## src/rtl/apbu_pkg.sv

```systemverilog
package apbu_pkg;
  localparam int unsigned DW = 32;

  localparam logic [7:0] OFS_DATA   = 8'h00;
  localparam logic [7:0] OFS_DATA_B = 8'h03;
  localparam logic [7:0] OFS_STAT   = 8'h04;
  localparam logic [7:0] OFS_CTRL   = 8'h08;
  localparam logic [7:0] OFS_SCALE  = 8'h0C;
  localparam logic [7:0] OFS_DEBUG  = 8'h10;

  localparam int unsigned C_RXEN = 0;
  localparam int unsigned C_TXEN = 1;
  localparam int unsigned C_RXIE = 2;
  localparam int unsigned C_TXIE = 3;

  localparam int unsigned S_DREADY  = 0;
  localparam int unsigned S_TSHEMP  = 1;
  localparam int unsigned S_TFEMP   = 2;
  localparam int unsigned S_RHALF   = 8;
  localparam int unsigned S_TFULL   = 9;
  localparam int unsigned S_RFULL   = 10;

  typedef enum logic [2:0] {
    SLOT_DATA, SLOT_STAT, SLOT_CTRL, SLOT_SCALE, SLOT_DEBUG, SLOT_NONE
  } slot_e;
endpackage

```

## src/rtl/apbu_decode.sv

```systemverilog
module apbu_decode
  import apbu_pkg::*;
#(
  parameter int unsigned ADDR_W = 8
) (
  input  logic [ADDR_W-1:0] addr,
  output slot_e             slot
);
  localparam int unsigned DEC_W = 8;
  logic [DEC_W-1:0] low;

  assign low = addr[DEC_W-1:0];

  always_comb begin
    unique case (low)
      OFS_DATA, OFS_DATA_B: slot = SLOT_DATA;
      OFS_STAT:             slot = SLOT_STAT;
      OFS_CTRL:             slot = SLOT_CTRL;
      OFS_SCALE:            slot = SLOT_SCALE;
      OFS_DEBUG:            slot = SLOT_DEBUG;
      default:              slot = SLOT_NONE;
    endcase
  end
endmodule

```

## src/rtl/apbu_rx_fifo.sv

```systemverilog
module apbu_rx_fifo #(
  parameter int unsigned DEPTH = 16,
  parameter int unsigned BW    = 8
) (
  input  logic          clk,
  input  logic          rst_n,
  input  logic          push,
  input  logic [BW-1:0] wdata,
  input  logic          pop,
  output logic [BW-1:0] head,
  output logic          empty,
  output logic          full,
  output logic          half
);
  localparam int unsigned PW = (DEPTH > 1) ? $clog2(DEPTH) : 1;
  localparam int unsigned CW = PW + 1;
  localparam logic [CW-1:0] FULL_CNT = CW'(DEPTH);
  localparam logic [CW-1:0] HALF_CNT = CW'(DEPTH / 2);
  localparam logic [PW-1:0] LAST     = PW'(DEPTH - 1);

  logic [BW-1:0] mem [DEPTH];
  logic [PW-1:0] wr_ptr, rd_ptr;
  logic [CW-1:0] count;

  assign empty = (count == '0);
  assign full  = (count == FULL_CNT);
  assign half  = (count >= HALF_CNT);
  assign head  = mem[rd_ptr];

  always_ff @(posedge clk) begin
    if (push) mem[wr_ptr] <= wdata;
  end

  always_ff @(posedge clk) begin
    if (!rst_n) begin
      wr_ptr <= '0;
      rd_ptr <= '0;
      count  <= '0;
    end else begin
      if (push) wr_ptr <= (wr_ptr == LAST) ? '0 : wr_ptr + 1'b1;
      if (pop)  rd_ptr <= (rd_ptr == LAST) ? '0 : rd_ptr + 1'b1;
      case ({push, pop})
        2'b10:   count <= count + 1'b1;
        2'b01:   count <= count - 1'b1;
        default: count <= count;
      endcase
    end
  end

  // a push never lands on a full FIFO unless a pop frees a slot
  assert_no_overflow_R7: assert property (@(posedge clk) disable iff (!rst_n)
    push |-> (!full || pop));

  // a pop is only issued against a non-empty FIFO
  assert_no_underflow_R6: assert property (@(posedge clk) disable iff (!rst_n)
    pop |-> !empty);
endmodule

```

## src/rtl/apbu_tx_hold.sv

```systemverilog
module apbu_tx_hold #(
  parameter int unsigned BW = 8
) (
  input  logic          clk,
  input  logic          rst_n,
  input  logic          load_req,
  input  logic [BW-1:0] load_data,
  output logic          loaded,
  output logic          out_valid,
  output logic [BW-1:0] out_data,
  input  logic          out_ready
);
  assign loaded = load_req && !out_valid;

  always_ff @(posedge clk) begin
    if (!rst_n) begin
      out_valid <= 1'b0;
      out_data  <= '0;
    end else if (loaded) begin
      out_valid <= 1'b1;
      out_data  <= load_data;
    end else if (out_valid && out_ready) begin
      out_valid <= 1'b0;
    end
  end

  // a held byte stays put until the sink takes it
  assert_tx_hold_R8: assert property (@(posedge clk) disable iff (!rst_n)
    (out_valid && !out_ready) |=> (out_valid && $stable(out_data)));
endmodule

```

## src/rtl/apb_uart_front.sv

```systemverilog
module apb_uart_front
  import apbu_pkg::*;
#(
  parameter int unsigned ADDR_W   = 8,
  parameter int unsigned RX_DEPTH = 16
) (
  input  logic              pclk,
  input  logic              presetn,
  input  logic              psel,
  input  logic              penable,
  input  logic              pwrite,
  input  logic [ADDR_W-1:0] paddr,
  input  logic [DW-1:0]     pwdata,
  output logic [DW-1:0]     prdata,
  output logic              pready,
  output logic              pslverr,
  input  logic              rx_valid,
  input  logic [7:0]        rx_data,
  output logic              rx_ready,
  output logic              tx_valid,
  output logic [7:0]        tx_data,
  input  logic              tx_ready,
  output logic              irq
);
  localparam int unsigned BW = 8;

  slot_e         slot;
  logic          access, wr_acc, rd_acc;
  logic [DW-1:0] ctrl_q;
  logic [DW-1:0] status;
  logic          rx_store, rx_pop;
  logic [BW-1:0] rx_head;
  logic          rx_empty, rx_full, rx_half;
  logic          tx_req, tx_loaded;
  logic          irq_q;

  apbu_decode #(.ADDR_W(ADDR_W)) u_dec (
    .addr (paddr),
    .slot (slot)
  );

  assign access = psel && penable;
  assign wr_acc = access && pwrite;
  assign rd_acc = access && !pwrite;
  assign pready  = 1'b1;
  assign pslverr = 1'b0;

  always_ff @(posedge pclk) begin
    if (!presetn)                          ctrl_q <= '0;
    else if (wr_acc && slot == SLOT_CTRL)  ctrl_q <= pwdata;
  end

  assign rx_ready = !ctrl_q[C_RXEN] || !rx_full;
  assign rx_store = rx_valid && rx_ready && ctrl_q[C_RXEN];
  assign rx_pop   = rd_acc && (slot == SLOT_DATA) && !rx_empty;

  apbu_rx_fifo #(.DEPTH(RX_DEPTH), .BW(BW)) u_rxq (
    .clk   (pclk),
    .rst_n (presetn),
    .push  (rx_store),
    .wdata (rx_data),
    .pop   (rx_pop),
    .head  (rx_head),
    .empty (rx_empty),
    .full  (rx_full),
    .half  (rx_half)
  );

  assign tx_req = wr_acc && (slot == SLOT_DATA) && ctrl_q[C_TXEN];

  apbu_tx_hold #(.BW(BW)) u_txh (
    .clk       (pclk),
    .rst_n     (presetn),
    .load_req  (tx_req),
    .load_data (pwdata[BW-1:0]),
    .loaded    (tx_loaded),
    .out_valid (tx_valid),
    .out_data  (tx_data),
    .out_ready (tx_ready)
  );

  always_comb begin
    status           = '0;
    status[S_DREADY] = !rx_empty;
    status[S_TSHEMP] = !tx_valid;
    status[S_TFEMP]  = !tx_valid;
    status[S_RHALF]  = rx_half;
    status[S_TFULL]  = tx_valid;
    status[S_RFULL]  = rx_full;
  end

  always_comb begin
    unique case (slot)
      SLOT_DATA: prdata = rx_empty ? '0 : DW'(rx_head);
      SLOT_STAT: prdata = status;
      SLOT_CTRL: prdata = ctrl_q;
      default:   prdata = '0;
    endcase
  end

  always_ff @(posedge pclk) begin
    if (!presetn) irq_q <= 1'b0;
    else irq_q <= (rx_store && ctrl_q[C_RXIE]) || (tx_loaded && ctrl_q[C_TXIE]);
  end
  assign irq = irq_q;

  // every pulse follows a stored or loaded byte one cycle earlier
  assert_irq_cause_R9: assert property (@(posedge pclk) disable iff (!presetn)
    $rose(irq) |-> ($past(rx_store) || $past(tx_loaded)));

  // with receive on, back-pressure exactly while full
  assert_rx_backpressure_R7: assert property (@(posedge pclk) disable iff (!presetn)
    ctrl_q[C_RXEN] |-> (rx_ready == !rx_full));

  // with receive off, nothing enters the FIFO
  assert_rx_gate_R4: assert property (@(posedge pclk) disable iff (!presetn)
    (!ctrl_q[C_RXEN] && rx_empty && !rx_pop) |=> rx_empty);
endmodule

```

## config.mk

```make
export PLATFORM = sky130hd
export DESIGN_NAME = apb_uart_front
export DESIGN_NICKNAME = d
export VERILOG_FILES = /design/src/rtl/apbu_pkg.sv /design/src/rtl/apbu_decode.sv /design/src/rtl/apbu_rx_fifo.sv /design/src/rtl/apbu_tx_hold.sv /design/src/rtl/apb_uart_front.sv
export SDC_FILE = /design/constraint.sdc
export NUM_CORES = 1
export LEC_CHECK = 0
export ABC_AREA = 1
export BUFFER_PORTS_ARGS = -buffer_cell sky130_fd_sc_hd__buf_4
export CAP_MARGIN = 40
export CORE_MARGIN = 1
export CORE_UTILIZATION = 58
export DETAILED_ROUTE_END_ITERATION = 8
export PLACE_DENSITY = 0.85
export SYNTH_ARGS = -nofsm -noshare
export SYNTH_HDL_FRONTEND = slang
export SYNTH_SLANG_ARGS = --single-unit
```

## constraint.sdc

```tcl
create_clock -name pclk -period 2.65 [get_ports pclk]
set_input_delay 0.265 -clock pclk [delete_from_list [all_inputs] [get_ports pclk]]
set_output_delay 0.265 -clock pclk [all_outputs]
set_load 0.05 [all_outputs]
```

==> key figures <==
Floorplan
  • Die width: 121.0 um
  • Die Y: 121.0 um
  • Initial Util: 0.5940
  • DIE AREA: 14640 um2
  • Row count: 43
  • Total I/O pin count: 100
  • CORE AREA: 13830 um2

Final layout
  • Layout cell share with drive strength beyond 1: 0.1633
  • FILL cells: 985
  • Antenna fix cells: 0
  • Fin nets: 1086
  • Area grow syn2layout: 18.74%
  • Finished Cell Area: 9752 um2

Global routing
  • Gr usage total: 0.2924
  • First-pass GRT wire length: 32000 um
  • Vias in the first global route: 6487
  • Antenna violations before repair: 0
  • Pin count of the biggest net entering global routing: 46
  • Total grt overflow: 0

STA
  • Period utilisation layout: 0.9358
  • RSZ-0062 raised after global routing: no
  • Crit path time final: 2.480 ns
  • Worst Max-Slew Pin Slew: 0.5627 ns
  • Worst hold slack: 0.04429 ns
  • Final Setup Violations: 0
  • Fmax: 403.3 MHz
  • Max-slew headroom: 0.6245
  • Setup Total Neg Slack: 0 ns
  • Clock skew: 0.01103 ns
  • Final hold vios: 0
  • Final Max Slew Viols: 0

Synth
  • Post-synthesis mux area share: 0
  • Share of the synthesized area in the top cell type: 0.4680
  • Xor and xnor area share after synthesis: 0.004266
  • Syn Nets: 981
  • Commonest cells post-synth: nand2_1, nor2_1, edfxtp_1, inv_1, nand3_1
  • Cell count after synthesis: 917
  • Yosys warnings: 0
  • Async SR Flop Fraction: 0
  • Post-synthesis compound-gate area fraction: 0.06079
  • Top FF cell, synth: edfxtp_1
  • Sequential share of the synthesized area: 0.6118
  • Yosys top cell by area: edfxtp_1
  • Cell variety after synth: 32
  • Largest cells by area after synthesis: edfxtp_1, dfxtp_1, nand2_1
  • Synthesized cell area: 8213 um2
  • Seq cells post-synth: 187
  • Post-synth EDFFs: 128
  • Mean post-synth cell area: 8.956 um2
  • Most frequent cell after synthesis: nand2_1
  • Synth Area in Simple Gates: 0.2343
  • Adder-Cell Fraction of Synth Area: 0.01371
  • Largest family of logic cells by synthesized area: simple AND/OR/NAND/NOR gates

Setup path
  • Reg2Reg Launch Point: u_rxq.count[0]$_SDFFE_PN0P_
  • WS Path Type: reg2out
  • CP max stage delay: 0.46 ns
  • Slowest CP cell: dfxtp_2
  • Worst R2R Setup Slack: 0.24 ns
  • Worst-path cell chain: buf_4, nor2_1, nor2_1, o21ai_0, nand3_1, nand2_1, nand2_1, nand3_1, nand2_1, buf_4
  • Most used cell along the critical path: nand2_1
  • Critical Path End Type: output port
  • CP bufs+invs: 2
  • CP Data Required Time: 2.38 ns
  • Crit-path max FO: 22
  • Cell count along the critical path: 10
  • Startpoint types: flop
  • Worst setup path endpoint: prdata[3]
  • Worst Path Arrival: 2.21 ns
  • Worst reg-to-reg path cell count: 17
  • CP top delay family: simple AND/OR/NAND/NOR gates
  • Reg2reg end: u_rxq.count[4]$_SDFFE_PN0P_

Run status
  • Outcome: completed

Power and ir drop
  • Net switching power: 1.232 mW
  • P_leak: 4.159 nW
  • Sw Share: 0.2138
  • Max VDD drop: 0.4937 mV
  • Overall power: 5.761 mW
  • Clock power share: 0.436
  • Gate power share: 0.024
  • Power density cells: 590.8 nW/um2
  • Reg power frac: 0.540
  • Int Pwr: 4.529 mW

Route
  • Routed WL per cell: 16.75 um
  • Initial DRC count: 635
  • Vias per cell: 5.409
  • Iteration count of the initial detailed-routing pass: 6
  • DRC errors left: 0
  • Vias: 6572
  • Total Wirelength: 20350 um
  • Routed Antenna Nets: 0

Clock network
  • Longest Clk Path Bufs: 2
  • CTS tree: built
  • CTS HTree Levels: 4
  • CTS buffer count: 17
  • Clock slew at reported path FFs: 0.07 ns
  • Clock Latency Late Sink: 0.44 ns
  • Setup bufs post-CTS: 0
  • PostCTS Resize Cnt: 0
  • CTS Sinks: 187
  • Root Driver: clkbuf_16
  • Cts-stage hold buffer count: 0

Placement
  • Gpl congestion: 0.8746
  • Dpl cell area: 9153 um2
  • Buffers on Ports: 97
  • Hpwl dp: 13110 um

Worst hold path
  • HP Class: in2reg
  • Worst Hold Launch: pwdata[13]

Job
  • Max-cap viol count: 0
power by group through the flow:
| stage | Clock [mW] | Sequential (mW) | Combinational, mW |
|---|---|---|---|
| after floorplan | 0 | 3.18 | 0.0330 |
| after global placement | 0 | 3.18 | 0.130 |
| after detailed placement | 0 | 3.18 | 0.134 |
| after CTS | 2.52 | 3.11 | 0.135 |
| after global routing | 2.65 | 3.11 | 0.146 |
| final | 2.51 | 3.11 | 0.137 |
flip-flops by register name (all words and copies together), names as in the netlist, named ones only:
signal / flops
u_rxq.count: 5
u_txh.out_valid: 1
ctrl_q: 32
u_rxq.wr_ptr: 4
u_rxq.mem: 128
u_txh.out_data: 8
irq: 1
u_rxq.rd_ptr: 4
layer usage:
metal,global-route usage,routed length (um),part of all wire
met5,0,0,0
met4,0.1327,727,0.036
met3,0.07472,1710,0.084
met2,0.5046,10170,0.50
met1,0.3417,7744,0.38
logic make-up after synthesis:
group           Yosys count
compound gates           94
flops                   187
simple gates            480
other cells               2
xor+xnor                  4
buf+inv                 141
fa+ha+maj                 9
worst min-delay path: stages:
cell and delay, ns:
buf_4 0.08, nor2_1 0.03, nor2_1 0.08
area by class of cell:
| cell class | count | area [um2] | share of cell area |
|---|---|---|---|
| Multi-Input combinational cell | 589 | 2579 | 0.2644 |
| Sequential cell | 187 | 5026 | 0.5154 |
| Inverter | 102 | 386.6 | 0.03965 |
| Timing Repair Buffer | 125 | 945.9 | 0.09700 |
| Tap cell | 180 | 225.2 | 0.02309 |
| Clock buffer | 20 | 489.2 | 0.05017 |
| Clock inverter | 12 | 100.1 | 0.01026 |
worst min-delay path by stage:
stage	depth (start not counted)	slack, ns	to
floorplan	0	0.36	u_rxq.mem[0][0]$_DFFE_PP_
global placement	2	0.46	u_txh.out_data[1]$_SDFFE_PN0N_
detailed placement	2	0.48	u_txh.out_data[1]$_SDFFE_PN0N_
CTS	3	0.04	ctrl_q[17]$_SDFFE_PN0P_
global route	3	0.04	ctrl_q[28]$_SDFFE_PN0P_
finish	3	0.04	ctrl_q[13]$_SDFFE_PN0P_
per-stage QoR:
| stage | worst slack (ns) | utilization | std cells |
|---|---|---|---|
| finish | 0.1702 | 0.7053 | 1215 |
| floorplan | 0.4990 | - | 917 |
| CTS | 0.05844 | 0.7046 | 1215 |
| detailed placement | 0.2276 | 0.6619 | 1183 |
| global placement | 0.3950 | 0.6619 | 1183 |
| global route | 0.02656 | 0.7053 | 1215 |
placed cells by master, fill, tap and decap left out, types with 3 or more instances in the layout:
cell | synthesis | layout
dfxtp_1 | 59 | 58
nor3_1 | 4 | 4
ha_1 | 9 | 9
inv_2 | 4 | 3
clkbuf_16 | 0 | 19
nand4_1 | 3 | 3
o211ai_1 | 6 | 6
nor2_1 | 160 | 160
inv_6 | 0 | 4
nand3_1 | 68 | 68
nand2_1 | 239 | 239
inv_1 | 95 | 95
xor2_1 | 4 | 4
buf_4 | 5 | 123
a21oi_1 | 11 | 11
edfxtp_1 | 128 | 128
clkinv_4 | 0 | 4
o21ai_0 | 34 | 34
o21ai_1 | 37 | 37
No activity file was read; power rests on OpenSTA's default activity.
